<file path="src/rtl/irq_seq_pkg.sv">
package irq_seq_pkg;

   // Sequencer states: four entry steps, four return steps
   typedef enum logic [3:0] {
      ST_IDLE    = 4'd0,
      ST_ENT_LO  = 4'd1,
      ST_ENT_HI  = 4'd2,
      ST_ENT_GAP = 4'd3,
      ST_ENT_VEC = 4'd4,
      ST_RET_HI  = 4'd5,
      ST_RET_LO  = 4'd6,
      ST_RET_CAP = 4'd7,
      ST_RET_LD  = 4'd8
   } seq_state_e;

   function automatic bit is_pow2(input int v);
      return (v > 0) && ((v & (v - 1)) == 0);
   endfunction

endpackage

</file>
<file path="src/rtl/irq_prio_pick.sv">
module irq_prio_pick #(
   parameter int NSRC    = 8,
   parameter int IDX_W   = 3,
   parameter bit ISOLATE = 1'b1
) (
   input  logic [NSRC-1:0]  req,
   output logic             any,
   output logic [IDX_W-1:0] idx
);

   assign any = |req;

   generate
      if (ISOLATE) begin : g_iso
         // keep only the lowest set bit, then encode it
         logic [NSRC-1:0] lowest;
         assign lowest = req & (~req + {{(NSRC-1){1'b0}}, 1'b1});
         always_comb begin
            idx = '0;
            for (int i = 0; i < NSRC; i++) begin
               if (lowest[i]) idx = idx | IDX_W'(i);
            end
         end
      end else begin : g_scan
         // downward scan: the last hit is the lowest index
         always_comb begin
            idx = '0;
            for (int i = NSRC - 1; i >= 0; i--) begin
               if (req[i]) idx = IDX_W'(i);
            end
         end
      end
   endgenerate

endmodule

</file>
<file path="src/rtl/irq_vec_map.sv">
module irq_vec_map #(
   parameter int NSRC       = 8,
   parameter int IDX_W      = 3,
   parameter int PC_W       = 16,
   parameter int VEC_BASE   = 1,
   parameter int VEC_STRIDE = 1
) (
   input  logic [IDX_W-1:0] idx,
   output logic [PC_W-1:0]  addr
);

   localparam int SHIFT = $clog2(VEC_STRIDE);

   generate
      if (irq_seq_pkg::is_pow2(VEC_STRIDE)) begin : g_shift
         assign addr = PC_W'(VEC_BASE) + (PC_W'(idx) << SHIFT);
      end else begin : g_mul
         assign addr = PC_W'(VEC_BASE) + PC_W'(idx) * PC_W'(VEC_STRIDE);
      end
      if (NSRC < 1) begin : g_bad_nsrc
         $error("irq_vec_map: NSRC must be positive");
      end
   endgenerate

endmodule

</file>
<file path="src/rtl/irq_seq_fsm.sv">
module irq_seq_fsm
   import irq_seq_pkg::*;
(
   input  logic       clk,
   input  logic       rst_n,
   input  logic       boundary,
   input  logic       take_req,
   input  logic       ret_req,
   output seq_state_e state,
   output logic       start_take,
   output logic       start_ret
);

   seq_state_e nxt;
   logic       skip_q;   // one main instruction owed after a return

   always_comb begin
      nxt        = state;
      start_take = 1'b0;
      start_ret  = 1'b0;
      case (state)
         ST_IDLE: begin
            if (ret_req) begin
               nxt       = ST_RET_HI;
               start_ret = 1'b1;
            end else if (boundary && !skip_q && take_req) begin
               nxt        = ST_ENT_LO;
               start_take = 1'b1;
            end
         end
         ST_ENT_LO:  nxt = ST_ENT_HI;
         ST_ENT_HI:  nxt = ST_ENT_GAP;
         ST_ENT_GAP: nxt = ST_ENT_VEC;
         ST_ENT_VEC: nxt = ST_IDLE;
         ST_RET_HI:  nxt = ST_RET_LO;
         ST_RET_LO:  nxt = ST_RET_CAP;
         ST_RET_CAP: nxt = ST_RET_LD;
         ST_RET_LD:  nxt = ST_IDLE;
         default:    nxt = ST_IDLE;
      endcase
   end

   always_ff @(posedge clk) begin
      if (!rst_n) begin
         state  <= ST_IDLE;
         skip_q <= 1'b0;
      end else begin
         state <= nxt;
         if (state == ST_RET_LD)
            skip_q <= 1'b1;
         else if (state == ST_IDLE && boundary && !ret_req)
            skip_q <= 1'b0;
      end
   end

   // the first boundary after a return never starts an entry
   p_skip_one_r7: assert property (@(posedge clk) disable iff (!rst_n)
      (state == ST_IDLE && skip_q && boundary && !ret_req) |=> (state == ST_IDLE));

   // a running sequence is not cut short by strobes
   p_no_abort_r8: assert property (@(posedge clk) disable iff (!rst_n)
      (state != ST_IDLE && state != ST_ENT_VEC && state != ST_RET_LD) |=> (state != ST_IDLE));

endmodule

</file>
<file path="src/rtl/irq_stack_port.sv">
module irq_stack_port
   import irq_seq_pkg::*;
#(
   parameter int PC_W = 16,
   parameter int SP_W = 16
) (
   input  logic            clk,
   input  logic            rst_n,
   input  seq_state_e      state,
   input  logic [SP_W-1:0] sp_base,
   input  logic [PC_W-1:0] pc_save,
   input  logic [7:0]      rdata,
   output logic            mem_we,
   output logic            mem_re,
   output logic [SP_W-1:0] mem_addr,
   output logic [7:0]      mem_wdata,
   output logic [PC_W-1:0] pc_rest,
   output logic [SP_W-1:0] sp_next
);

   localparam int HI_W = PC_W - 8;

   logic [7:0] hi_q;
   logic [7:0] lo_q;

   always_comb begin
      mem_we    = 1'b0;
      mem_re    = 1'b0;
      mem_addr  = sp_base;
      mem_wdata = 8'h00;
      sp_next   = sp_base;
      case (state)
         ST_ENT_LO: begin
            mem_we    = 1'b1;
            mem_wdata = pc_save[7:0];
         end
         ST_ENT_HI: begin
            mem_we    = 1'b1;
            mem_addr  = sp_base - SP_W'(1);
            mem_wdata = 8'(pc_save[PC_W-1:8]);
         end
         ST_ENT_VEC: sp_next = sp_base - SP_W'(2);
         ST_RET_HI: begin
            mem_re   = 1'b1;
            mem_addr = sp_base + SP_W'(1);
         end
         ST_RET_LO: begin
            mem_re   = 1'b1;
            mem_addr = sp_base + SP_W'(2);
         end
         ST_RET_LD: sp_next = sp_base + SP_W'(2);
         default: ;
      endcase
   end

   // read data arrives one cycle after its strobe
   always_ff @(posedge clk) begin
      if (!rst_n) begin
         hi_q <= 8'h00;
         lo_q <= 8'h00;
      end else begin
         if (state == ST_RET_LO)  hi_q <= rdata;
         if (state == ST_RET_CAP) lo_q <= rdata;
      end
   end

   assign pc_rest = {hi_q[HI_W-1:0], lo_q};

   // the high byte goes one address below the low byte, in the next cycle
   p_push_pair_r4: assert property (@(posedge clk) disable iff (!rst_n)
      (mem_we && state == ST_ENT_LO) |=> (mem_we && mem_addr == $past(mem_addr) - SP_W'(1)));

   // the low-byte read follows the high-byte read one address up
   p_pop_pair_r6: assert property (@(posedge clk) disable iff (!rst_n)
      (mem_re && state == ST_RET_HI) |=> (mem_re && mem_addr == $past(mem_addr) + SP_W'(1)));

endmodule

</file>
<file path="src/rtl/irq_seq.sv">
module irq_seq
   import irq_seq_pkg::*;
#(
   parameter int NSRC       = 8,
   parameter int PC_W       = 16,
   parameter int SP_W       = 16,
   parameter int VEC_BASE   = 1,
   parameter int VEC_STRIDE = 1,
   parameter bit ISOLATE    = 1'b1
) (
   input  logic            clk,
   input  logic            rst_n,
   input  logic            insn_done,
   input  logic            reti_strobe,
   input  logic            gie,
   input  logic [NSRC-1:0] irq_flags,
   input  logic [NSRC-1:0] irq_mask,
   input  logic [PC_W-1:0] pc_in,
   input  logic [SP_W-1:0] sp_in,
   output logic            busy,
   output logic [NSRC-1:0] irq_ack,
   output logic            gie_clr,
   output logic            gie_set,
   output logic            vec_valid,
   output logic [PC_W-1:0] vec_addr,
   output logic            pc_load,
   output logic [PC_W-1:0] pc_out,
   output logic            sp_we,
   output logic [SP_W-1:0] sp_wdata,
   output logic            mem_we,
   output logic            mem_re,
   output logic [SP_W-1:0] mem_addr,
   output logic [7:0]      mem_wdata,
   input  logic [7:0]      mem_rdata
);

   localparam int IDX_W = (NSRC > 1) ? $clog2(NSRC) : 1;

   generate
      if (NSRC < 1 || NSRC > 32) begin : g_chk_nsrc
         $error("irq_seq: NSRC out of range 1..32");
      end
      if (PC_W < 9 || PC_W > 16) begin : g_chk_pc
         $error("irq_seq: PC_W must fit in two bytes");
      end
      if (SP_W < 8) begin : g_chk_sp
         $error("irq_seq: SP_W too narrow");
      end
      if (VEC_STRIDE < 1) begin : g_chk_stride
         $error("irq_seq: VEC_STRIDE must be positive");
      end
   endgenerate

   logic [NSRC-1:0]  enabled;
   logic             any_req;
   logic [IDX_W-1:0] pick_idx;
   seq_state_e       state;
   logic             start_take;
   logic             start_ret;
   logic [IDX_W-1:0] win_idx_q;
   logic [PC_W-1:0]  pc_save_q;
   logic [SP_W-1:0]  sp_save_q;

   assign enabled = irq_flags & irq_mask;

   irq_prio_pick #(.NSRC(NSRC), .IDX_W(IDX_W), .ISOLATE(ISOLATE)) u_pick (
      .req (enabled),
      .any (any_req),
      .idx (pick_idx)
   );

   irq_seq_fsm u_fsm (
      .clk        (clk),
      .rst_n      (rst_n),
      .boundary   (insn_done),
      .take_req   (gie && any_req),
      .ret_req    (reti_strobe),
      .state      (state),
      .start_take (start_take),
      .start_ret  (start_ret)
   );

   // capture context at the accepting boundary
   always_ff @(posedge clk) begin
      if (!rst_n) begin
         win_idx_q <= '0;
         pc_save_q <= '0;
         sp_save_q <= '0;
      end else if (start_take) begin
         win_idx_q <= pick_idx;
         pc_save_q <= pc_in;
         sp_save_q <= sp_in;
      end else if (start_ret) begin
         sp_save_q <= sp_in;
      end
   end

   irq_stack_port #(.PC_W(PC_W), .SP_W(SP_W)) u_stack (
      .clk       (clk),
      .rst_n     (rst_n),
      .state     (state),
      .sp_base   (sp_save_q),
      .pc_save   (pc_save_q),
      .rdata     (mem_rdata),
      .mem_we    (mem_we),
      .mem_re    (mem_re),
      .mem_addr  (mem_addr),
      .mem_wdata (mem_wdata),
      .pc_rest   (pc_out),
      .sp_next   (sp_wdata)
   );

   irq_vec_map #(
      .NSRC(NSRC), .IDX_W(IDX_W), .PC_W(PC_W),
      .VEC_BASE(VEC_BASE), .VEC_STRIDE(VEC_STRIDE)
   ) u_vec (
      .idx  (win_idx_q),
      .addr (vec_addr)
   );

   assign busy      = (state != ST_IDLE);
   assign irq_ack   = (state == ST_ENT_LO) ? (NSRC'(1) << win_idx_q) : '0;
   assign gie_clr   = (state == ST_ENT_LO);
   assign vec_valid = (state == ST_ENT_VEC);
   assign pc_load   = (state == ST_RET_LD);
   assign gie_set   = (state == ST_RET_LD);
   assign sp_we     = (state == ST_ENT_VEC) || (state == ST_RET_LD);

   // an acknowledge implies enable and boundary one cycle before
   p_ack_needs_enable_r2: assert property (@(posedge clk) disable iff (!rst_n)
      (irq_ack != '0) |-> ($past(gie) && $past(insn_done)));

   // the acknowledged bit was enabled and no lower one was
   p_ack_lowest_r5: assert property (@(posedge clk) disable iff (!rst_n)
      (irq_ack != '0) |-> (((irq_ack & $past(enabled)) == irq_ack) &&
                           (($past(enabled) & (irq_ack - NSRC'(1))) == '0)));

   p_ack_onehot_r5: assert property (@(posedge clk) disable iff (!rst_n)
      $onehot0(irq_ack));

   // vector redirect three cycles after the acknowledge
   p_entry_len_r3: assert property (@(posedge clk) disable iff (!rst_n)
      (irq_ack != '0) |-> ##3 (vec_valid && sp_we));

   // restore completes three cycles after the first stack read
   p_ret_len_r6: assert property (@(posedge clk) disable iff (!rst_n)
      (mem_re && !$past(busy)) |-> ##3 (pc_load && gie_set && sp_we));

   // exclusive memory strobes and single-cycle pulses
   p_rw_excl_r9: assert property (@(posedge clk) disable iff (!rst_n)
      !(mem_we && mem_re));

   p_vec_pulse_r9: assert property (@(posedge clk) disable iff (!rst_n)
      vec_valid |=> !vec_valid);

   p_load_pulse_r9: assert property (@(posedge clk) disable iff (!rst_n)
      pc_load |=> !pc_load);

endmodule

</file>
<file path="config.mk">
export PLATFORM = sky130hd
export DESIGN_NAME = irq_seq
export DESIGN_NICKNAME = d
export VERILOG_FILES = /design/src/rtl/irq_seq_pkg.sv /design/src/rtl/irq_prio_pick.sv /design/src/rtl/irq_vec_map.sv /design/src/rtl/irq_seq_fsm.sv /design/src/rtl/irq_stack_port.sv /design/src/rtl/irq_seq.sv
export SDC_FILE = /design/constraint.sdc
export NUM_CORES = 1
export LEC_CHECK = 0
export ABC_AREA = 1
export BUFFER_PORTS_ARGS = -buffer_cell sky130_fd_sc_hd__buf_2
export CAP_MARGIN = 20
export CORE_MARGIN = 10
export CORE_UTILIZATION = 52
export CTS_CLUSTER_SIZE = 25
export DETAILED_ROUTE_END_ITERATION = 6
export HOLD_SLACK_MARGIN = 0.06
export PLACE_DENSITY = 0.87
export SETUP_SLACK_MARGIN = 0.3
export SYNTH_ARGS = -nofsm -noshare
export SYNTH_HDL_FRONTEND = slang
export SYNTH_SLANG_ARGS = --single-unit
</file>
<file path="constraint.sdc">
create_clock -name clk -period 3.6 [get_ports clk]
set_input_delay 0.54 -clock clk [delete_from_list [all_inputs] [get_ports clk]]
set_output_delay 0.54 -clock clk [all_outputs]
set_load 0.03 [all_outputs]
</file>
==> results of run 1 <==
## sequential cells by signal (all words and copies together), names as in the netlist
name,cells
u_stack.hi_q,8
u_fsm.skip_q,1
win_idx_q,3
pc_save_q,16
u_fsm.state,4
sp_save_q,16
u_stack.lo_q,8
## kinds of logic (layout without fill, tap and decap cells)
family	after synthesis	in the layout
AOI/OAI and AO/OA	125	125
and+or+nand+nor	406	407
DFF	56	56
xor gates and xnor gates	8	8
other	1	12
buffers and inverters	143	249
adders and majority gates	26	26
## report_power, final
group / total [W] / internal (W) / switching, W
combinational: 0.00273 / 0.000831 / 0.00190
sequential: 0.000904 / 0.000722 / 0.000182
clock: 0.000420 / 0.000210 / 0.000210
## repair_timing
action                     in CTS  in global routing
gates cloned                    0                  1
resized for setup               3                 11
pin swaps                       0                  2
setup buffers                   0                  0
setup endpoints to repair      13                 13
## metal layers
layer	routed length (microns)	track usage	vias up
li1	-	-	2664
met5	0	0	-
met4	201	0.0443	0
met1	5660	0.243	2257
met3	1400	0.0655	18
met2	6610	0.339	203
## cell type report
type                       instances  share of cell area
clock buffer                       5              0.0127
clock inverter                     3             0.00877
inverter                         103              0.0718
tap                              108              0.0249
sequential                        56               0.207
timing repair buffer             138               0.129
multi-input combinational        578               0.546
## final timing paths
path                endpoint            from  slack [ns]  cells past startpoint
max reg2reg  u_stack.hi_q[2]  u_fsm.state[3]        1.78                      7
min             sp_save_q[1]        sp_in[1]        0.44                      3
max              mem_addr[7]  u_fsm.state[0]        0.53                     12
min reg2reg     pc_save_q[5]    pc_save_q[5]        0.46                      2
## layout by cell type (no fill, tap or decap), types with 2 or more instances in the layout
master / Yosys / routed
buf_4: 17 / 3
clkbuf_8: 0 / 5
inv_2: 4 / 4
o21ai_1: 11 / 11
ha_4: 0 / 4
inv_1: 98 / 97
dfxtp_2: 0 / 2
conb_1: 1 / 12
a31oi_1: 2 / 2
ha_1: 25 / 21
o221ai_1: 2 / 2
nand3_1: 64 / 64
nor2_1: 115 / 114
nand3b_1: 2 / 2
a21boi_0: 3 / 3
a21oi_1: 30 / 30
nand2_1: 181 / 181
o211ai_1: 8 / 8
nand2_2: 6 / 5
o22ai_1: 10 / 10
xor2_1: 8 / 8
nand4_1: 8 / 8
o21ai_0: 57 / 57
and2_1: 2 / 2
or2_2: 5 / 5
nand2_4: 1 / 2
buf_2: 10 / 135
dfxtp_1: 56 / 54
nor2_4: 3 / 4
nor3_1: 12 / 12
clkinv_4: 0 / 2
## worst max-delay path, cell delays in order (launching register included)
cell and delay (ns):
dfxtp_2 0.38, inv_1 0.08, nor2_4 0.24, nand2_8 0.16, ha_1 0.38, nand2_1 0.10
inv_1 0.06, a21oi_1 0.14, nand2_1 0.14, a21boi_0 0.17, o21ai_0 0.10, nand3_1 0.09
buf_2 0.20
## stage by stage
stage | total power, W | utilization | worst slack, ns | instance area, sq um
global route | 0.00442 | 0.624 | 0.291 | 5420
floorplan | 0.00291 | - | 0.715 | 4640
global placement | 0.00349 | 0.601 | 0.542 | 5210
CTS | 0.00397 | 0.616 | 0.335 | 5350
finish | 0.00405 | 0.624 | 0.527 | 5420
detailed placement | 0.00353 | 0.601 | 0.456 | 5210
==> metrics.csv, run 1 <==
stage,metric,value,unit
clock_tree,H-tree level count,2,
sta,RSZ-0062 raised after global routing,no,
yosys,Post-Synthesis Cells,765,
floorplan,Core Area,8680,sq um
finish,ANT cells,0,
pwr,LEAKAGE,2.88,nW
sta,WHS,0.444,ns
sta,final worst path period share,0.854,
finish,Nets,969,
yosys,Mapped Avg Cell Area,6.01,sq um
floorplan,Die Ht,114,microns
place,placed cells,982,
finish,multi-input logic area,2960,sq um
drt,drt pass-1 iters,6,
clock_tree,total CTS buffers,5,
drt,mean number of vias per cell,5.19,
clock_tree,CTS Root Cell,clkbuf_8,
yosys,simple-gate portion of the synthesized area,0.379,
global_routing,vias in the first global route,4761,
yosys,Synth Register Bits,56,
yosys,area fraction in compound gates after synthesis,0.148,
setup_path,crit-path max FO,12,
finish,share of layout cells above drive strength 1,0.200,
sta,setup TNS,0,ns
floorplan,# rows,34,
setup_path,CP arrival,2.53,ns
sta,fin. max-slew vios,0,
yosys,Most used DFF post-synth,dfxtp_1,
yosys,ys async rst share,0,
yosys,register area share after synthesis,0.244,
yosys,commonest cells in the synthesized netlist,"nand2_1 (181), nor2_1 (115), inv_1 (98)",
yosys,main area contributors after synthesis,"dfxtp_1 (24%), nand2_1 (15%), nor2_1 (9.4%), inv_1 (8.0%), nand3_1 (7.0%)",
sta,Slew Limit Headroom,0.491,
drt,drt total wl,13900,microns
yosys,Synth top area share,0.244,
min_path,worst min-delay path class,primary input to flip-flop,
clock_tree,clk sink count,56,
global_routing,initial antenna violation count,0,
floorplan,Ports,149,
drt,vias after detailed routing,5142,
floorplan,die width,114,microns
sta,Clock Skews,0.0128,ns
yosys,count of different cell masters after synthesis,42,
sta,final setup vio count,0,
pwr,VDD IR max,0.000340,V
sta,final hold viol count,0,
yosys,"area leader, netlist",dfxtp_1,
finish,P&R area growth vs syn,17.8,%
finish,final non-filler cell total,991,
sta,Final min period,3.07,ns
yosys,mux share of post-synthesis cell area,0,
place,number of port buffers,136,
finish,Filler cells,842,
yosys,synthesis warning total,0,
setup_path,crit start category,flip-flop,
yosys,Post-Synth XOR/XNOR Area,0.0152,
yosys,most numerous cell in the Yosys netlist,nand2_1,
global_routing,largest net degree at the start of global routing,54,
clock_tree,TritonCTS clock tree,done,
floorplan,Initial Util,0.530,
global_routing,first-pass GRT wire length,22300,microns
clock_tree,Longest Clk Path Bufs,2,
run,Max-Cap Viols,0,
setup_path,WS Path Type,flip-flop to primary output,
yosys,"Cell Area, Synth",4600,sq um
global_routing,Overflow after GRT,0,
run_status,status,completed,
pwr,PwrDens,748,nW/um^2
sta,Slew @ Worst Pin,0.763,ns
setup_path,Worst Path Required,3.06,ns
clock_tree,# hold bufs at CTS,0,
drt,detailed-route DRC error count,0,
place,Final HPWL DP,10800,microns
drt,initial drt markers,397,
yosys,adder-cell share of the synthesized area,0.0723,
place,gpl congestion,0.942,
setup_path,Critical Path Sink Type,primary output,
drt,post-route ant nets,0,
yosys,Post-synth EDFFs,0,
drt,DR WL/cell,14.0,microns
yosys,main combinational cell family by area after synthesis,simple AND/OR/NAND/NOR gates,
sta,Max Freq,325,MHz
global_routing,total track usage,0.201,
clock_tree,"Reg clk slew, reported paths",0.11,ns
floorplan,Die ar.,13000,sq um
clock_tree,clock latency on the worst-skew pair,0.31,ns
finish,Reg area,1120,sq um
(Power assumes the default switching activity.)
==> run 2, diff against run 1 <==
- CORE_UTILIZATION: 52 -> 55
- PLACE_DENSITY: 0.87 -> 0.91
- clock period: 3.6 -> 3.64 ns (I/O delays scaled with it)
==> run 2 against run 1 <==
Cell count down 0.30%; combinational power fell by 1%; first-iteration DRC count down 17%; setup slack worse by 0.056 ns; critical path depth did not move; routed wire length is 2.2% lower; global-route usage grew 0.40 points; clock skew is 0.0016 ns lower; register-to-register slack lost 0.08 ns; die area is 4.5% lower; core utilization is 3.0 points higher; sequential power fell by 2%.
==> metrics.csv, run 2 (same netlist as run 1, synthesis figures left out) <==
stage,metric,value,unit
drt,initial drt markers,329,
clock_tree,CTS Root Cell,clkbuf_8,
global_routing,total track usage,0.205,
pwr,VDD IR max,0.000440,V
floorplan,Die Ht,111,microns
floorplan,die width,111,microns
sta,fin. max-slew vios,0,
drt,detailed-route DRC error count,0,
clock_tree,clk sink count,56,
run_status,status,completed,
clock_tree,Post-CTS Setup Inserts,0,
setup_path,launch point of the worst path,u_fsm.state[3],
global_routing,initial antenna violation count,0,
sta,Slew Limit Headroom,0.515,
finish,share of layout cells above drive strength 1,0.198,
drt,drt total wl,13600,microns
clock_tree,total CTS buffers,5,
sta,final worst path period share,0.871,
finish,most frequent cells in the layout,"nand2_1 (180), buf_2 (135), nor2_1 (114)",
floorplan,Core Area,8180,sq um
floorplan,# rows,33,
place,pre-CTS WS,0.633,ns
clock_tree,H-tree level count,2,
finish,Nets,969,
sta,final setup vio count,0,
place,number of port buffers,136,
clock_tree,"Reg clk slew, reported paths",0.09,ns
global_routing,vias in the first global route,4925,
finish,ANT cells,0,
sta,Final min period,3.17,ns
setup_path,WS Path Type,flip-flop to primary output,
run,Max-Cap Viols,0,
clock_tree,TritonCTS clock tree,done,
clock_tree,Longest Clk Path Bufs,2,
pwr,PwrDens,731,nW/um^2
global_routing,largest net degree at the start of global routing,54,
sta,Slew @ Worst Pin,0.728,ns
min_path,min-delay src,sp_in[14],
finish,registers with the most flip-flops,"pc_save_q (16), sp_save_q (16)",
setup_path,Critical Path Sink Type,primary output,
clock_tree,# hold bufs at CTS,0,
place,Final HPWL DP,10800,microns
finish,"most common cell after layout, fill and taps aside",nand2_1,
setup_path,Worst Path Required,3.09,ns
drt,drt pass-1 iters,5,
drt,post-route ant nets,0,
sta,final hold viol count,0,
global_routing,Overflow after GRT,0,
floorplan,Die ar.,12400,sq um
clock_tree,clock latency on the worst-skew pair,0.30,ns
sta,Max Freq,316,MHz
setup_path,crit-path max FO,15,
finish,P&R area growth vs syn,16.3,%
setup_path,CP arrival,2.62,ns
sta,Clock Skews,0.0112,ns
floorplan,Initial Util,0.563,
place,gpl congestion,0.996,
setup_path,crit start category,flip-flop,
global_routing,first-pass GRT wire length,22400,microns
finish,Filler cells,799,
drt,mean number of vias per cell,5.26,
sta,setup TNS,0,ns
min_path,worst min-delay path class,primary input to flip-flop,
sta,RSZ-0062 raised after global routing,no,
sta,final worst slack,0.471,ns
setup_path,RR Startpoint,u_fsm.state[1],
floorplan,Ports,149,
pwr,LEAKAGE,2.85,nW
drt,DR WL/cell,13.7,microns
drt,vias after detailed routing,5196,
[run 2: report_power, final]
part	internal, W	switching (W)	total [W]
logic	0.000808	0.00189	0.00269
registers	0.000713	0.000173	0.000886
clock network	0.000137	0.000195	0.000332
total	0.00166	0.00225	0.00391
[run 2: what timing repair did]
item | in CTS | in global routing
resized for setup | 1 | 10
gates cloned | 0 | 0
setup endpoints to repair | 1 | 11
[run 2: worst max-delay path, cell delays in order, from the launching register on]
cell	delay, ns
dfxtp_1	0.36
inv_2	0.10
nand2_1	0.09
inv_2	0.15
nand2_8	0.12
ha_1	0.34
or2_2	0.31
nand3_1	0.11
nand2_1	0.13
a21boi_0	0.20
o21ai_0	0.11
nand3_1	0.10
clkbuf_4	0.20
[run 2: metrics by stage]
step | util | total power (W) | instance area, sq um | hold slack [ns] | std cells
2_1_floorplan | - | 0.00288 | 4640 | 0.429 | 776
3_3_place_gp | 0.638 | 0.00346 | 5220 | 0.443 | 980
3_5_place_dp | 0.638 | 0.00350 | 5220 | 0.448 | 980
4_1_cts | 0.650 | 0.00384 | 5310 | 0.454 | 988
5_1_grt | 0.655 | 0.00426 | 5350 | 0.462 | 988
6_report | 0.655 | 0.00391 | 5350 | 0.459 | 988
[run 2: metal layers]
layer  track usage  share of wire  routed length [microns]  vias to the layer above
met5             0              0                        0                        -
met4        0.0548          0.023                      308                        0
met3        0.0558          0.097                     1320                       26
met2         0.359           0.47                     6330                      223
met1         0.240           0.41                     5610                     2275
li1              -              -                        -                     2672
[run 2: worst paths after layout]
check                                endpoint  depth (start not counted)  slack, ns
worst max-delay path              mem_addr[5]                         12       0.47
worst min-delay path            sp_save_q[14]                          3       0.46
worst max register to register  sp_save_q[13]                          9       1.70
worst min register to register   pc_save_q[5]                          2       0.46
[run 2: area by class of cell]
cell class                 instances  area [sq um]  share of cell area
sequential                        56          1120               0.210
clock inverter                     2          16.3             0.00304
clock buffer                       6          72.6              0.0136
timing repair buffer             139           706               0.132
tap                              105           131              0.0245
multi-input combinational        577          2920               0.545
inverter                         103           387              0.0722
==> run 3, diff against run 2 <==
- CORE_UTILIZATION: 55 -> 47
- MAX_ROUTING_LAYER: not set -> met4
- PLACE_DENSITY: 0.91 -> 0.83
- clock period: 3.64 -> 2.6 ns (I/O delays scaled with it)
==> run 3 against run 2 <==
The flow now finishes with violations (design-rule violations, negative setup slack); final area increased by 23%; power increased by 83%; core utilization increased by 3.1 points; critical path depth unchanged; flip-flop and latch count unchanged; routed wire length increased by 25%; global-route usage increased by 0.22 points; largest cell class unchanged; highest routed layer unchanged.
==> metrics.csv, run 3 (same netlist as run 1, synthesis figures left out) <==
stage,metric,value,unit
clock_tree,clk sink count,56,
floorplan,Initial Util,0.477,
floorplan,# rows,36,
floorplan,die width,119,microns
pwr,clock network power share,0.068,
sta,final hold viol count,0,
run_status,failing checks,"design-rule violations, negative setup slack",
sta,final setup vio count,13,
clock_tree,# hold bufs at CTS,0,
sta,Max Freq,371,MHz
drt,initial drt markers,486,
finish,registers with the most flip-flops,"pc_save_q (16), sp_save_q (16)",
global_routing,initial antenna violation count,0,
setup_path,WS Path Type,flip-flop to primary output,
global_routing,Overflow after GRT,0,
floorplan,Die Ht,119,microns
clock_tree,clock latency on the worst-skew pair,0.31,ns
place,placed cell area,5370,sq um
place,Final HPWL DP,11100,microns
global_routing,first-pass GRT wire length,24100,microns
setup_path,crit start category,flip-flop,
drt,drt total wl,17000,microns
setup_path,crit-path max FO,8,
min_path,worst min-delay path class,primary input to flip-flop,
pwr,Internal,0.00326,W
sta,WHS,0.297,ns
sta,Clock Skews,0.00286,ns
drt,post-route ant nets,0,
setup_path,Worst Path Required,2.21,ns
clock_tree,TritonCTS clock tree,done,
run,Max-Cap Viols,0,
drt,DR WL/cell,16.1,microns
global_routing,vias in the first global route,5087,
finish,most frequent cells in the layout,"nand2_1 (150), buf_2 (105), nor2_1 (100)",
clock_tree,CTS Root Cell,clkbuf_8,
setup_path,reg2reg path depth,12,
floorplan,Ports,149,
pwr,switching pwr,0.00391,W
pwr,Comb pwr share,0.749,
drt,detailed-route DRC error count,3,
clock_tree,H-tree level count,2,
place,gpl congestion,0.972,
min_path,hold depth,3,
finish,P&R area growth vs syn,43.6,%
finish,share of layout cells above drive strength 1,0.361,
global_routing,largest net degree at the start of global routing,39,
sta,final worst path period share,1.04,
pwr,LEAKAGE,3.19,nW
global_routing,total track usage,0.207,
clock_tree,"Reg clk slew, reported paths",0.09,ns
finish,Nets,1010,
pwr,Flop pwr share,0.183,
finish,"most common cell after layout, fill and taps aside",nand2_1,
setup_path,CP arrival,2.31,ns
sta,Final min period,2.70,ns
clock_tree,Longest Clk Path Bufs,2,
sta,RSZ-0062 raised after global routing,yes,
sta,fin. max-slew vios,0,
run_status,status,"complete, but fails checks",
pwr,VDD IR max,0.000536,V
sta,Slew Limit Headroom,0.599,
pwr,PwrDens,1090,nW/um^2
floorplan,Core Area,9640,sq um
floorplan,Die ar.,14100,sq um
clock_tree,total CTS buffers,5,
drt,vias after detailed routing,5752,
pwr,sw frac,0.545,
sta,final worst slack,-0.0975,ns
drt,mean number of vias per cell,5.44,
setup_path,Critical Path Sink Type,primary output,
finish,ANT cells,0,
drt,drt pass-1 iters,7,
sta,Slew @ Worst Pin,0.600,ns
place,number of port buffers,136,
finish,"Design Area, Final",6610,sq um
## run 3: layout make-up
class	count	area, sq um
multi-input combinational	579	3560
fill	787	3030
timing repair buffer	177	1200
sequential	56	1170
inverter	103	413
tap	133	166
clock buffer	6	82.6
clock inverter	2	10.0
timing repair inverter	1	7.51
## run 3: final timing paths
check                                      to      startpoint  slack (ns)
worst min register to register   pc_save_q[5]    pc_save_q[5]        0.46
worst min-delay path            sp_save_q[11]       sp_in[11]        0.30
worst max register to register   sp_save_q[9]  u_fsm.state[0]        0.58
worst max-delay path              mem_addr[3]  u_fsm.state[0]        -0.1
## run 3: repair_timing
action                     CTS  global route
gates cloned                 3             1
buffers inserted            12            17
pin swaps                   12            44
gates resized for setup     85           164
setup endpoints to repair   29            46
## run 3: per-stage QoR
step | utilization | setup TNS, ns | instances | total power, W | setup WS [ns]
floorplan | - | 0 | 776 | 0.00411 | 0.275
global placement | 0.557 | 0 | 1016 | 0.00499 | 0.113
global route | 0.685 | -2.65 | 1057 | 0.00765 | -0.292
CTS | 0.615 | -0.0933 | 1039 | 0.00616 | -0.0264
finish | 0.685 | -0.680 | 1057 | 0.00718 | -0.0975
detailed placement | 0.557 | 0 | 1016 | 0.00503 | 0.0678
## run 3: layer usage
layer	global-route usage	up-vias	wire length (microns)	share of wire
met5	-	-	0	0
met4	0.0695	0	766	0.045
met3	0.0435	87	1400	0.083
met2	0.350	313	8120	0.48
met1	0.240	2590	6700	0.39
li1	-	2762	-	-
## run 3: power groups by stage
stage | sequential [W] | clock [W] | combinational [W]
after floorplan | 0.00117 | 0 | 0.00294
after global placement | 0.00123 | 0 | 0.00376
after detailed placement | 0.00123 | 0 | 0.00380
after CTS | 0.00124 | 0.000495 | 0.00443
after global routing | 0.00132 | 0.000529 | 0.00580
final | 0.00131 | 0.000489 | 0.00538
## run 3: worst max-delay path, stage by stage (launching register included)
cell	delay (ns)
dfxtp_2	0.35
inv_2	0.05
nor2_4	0.14
buf_6	0.14
nand2_8	0.10
ha_1	0.29
nand2_1	0.08
nand2_1	0.11
and2_4	0.18
or2_4	0.22
nand3_2	0.07
o211ai_1	0.08
buf_4	0.18
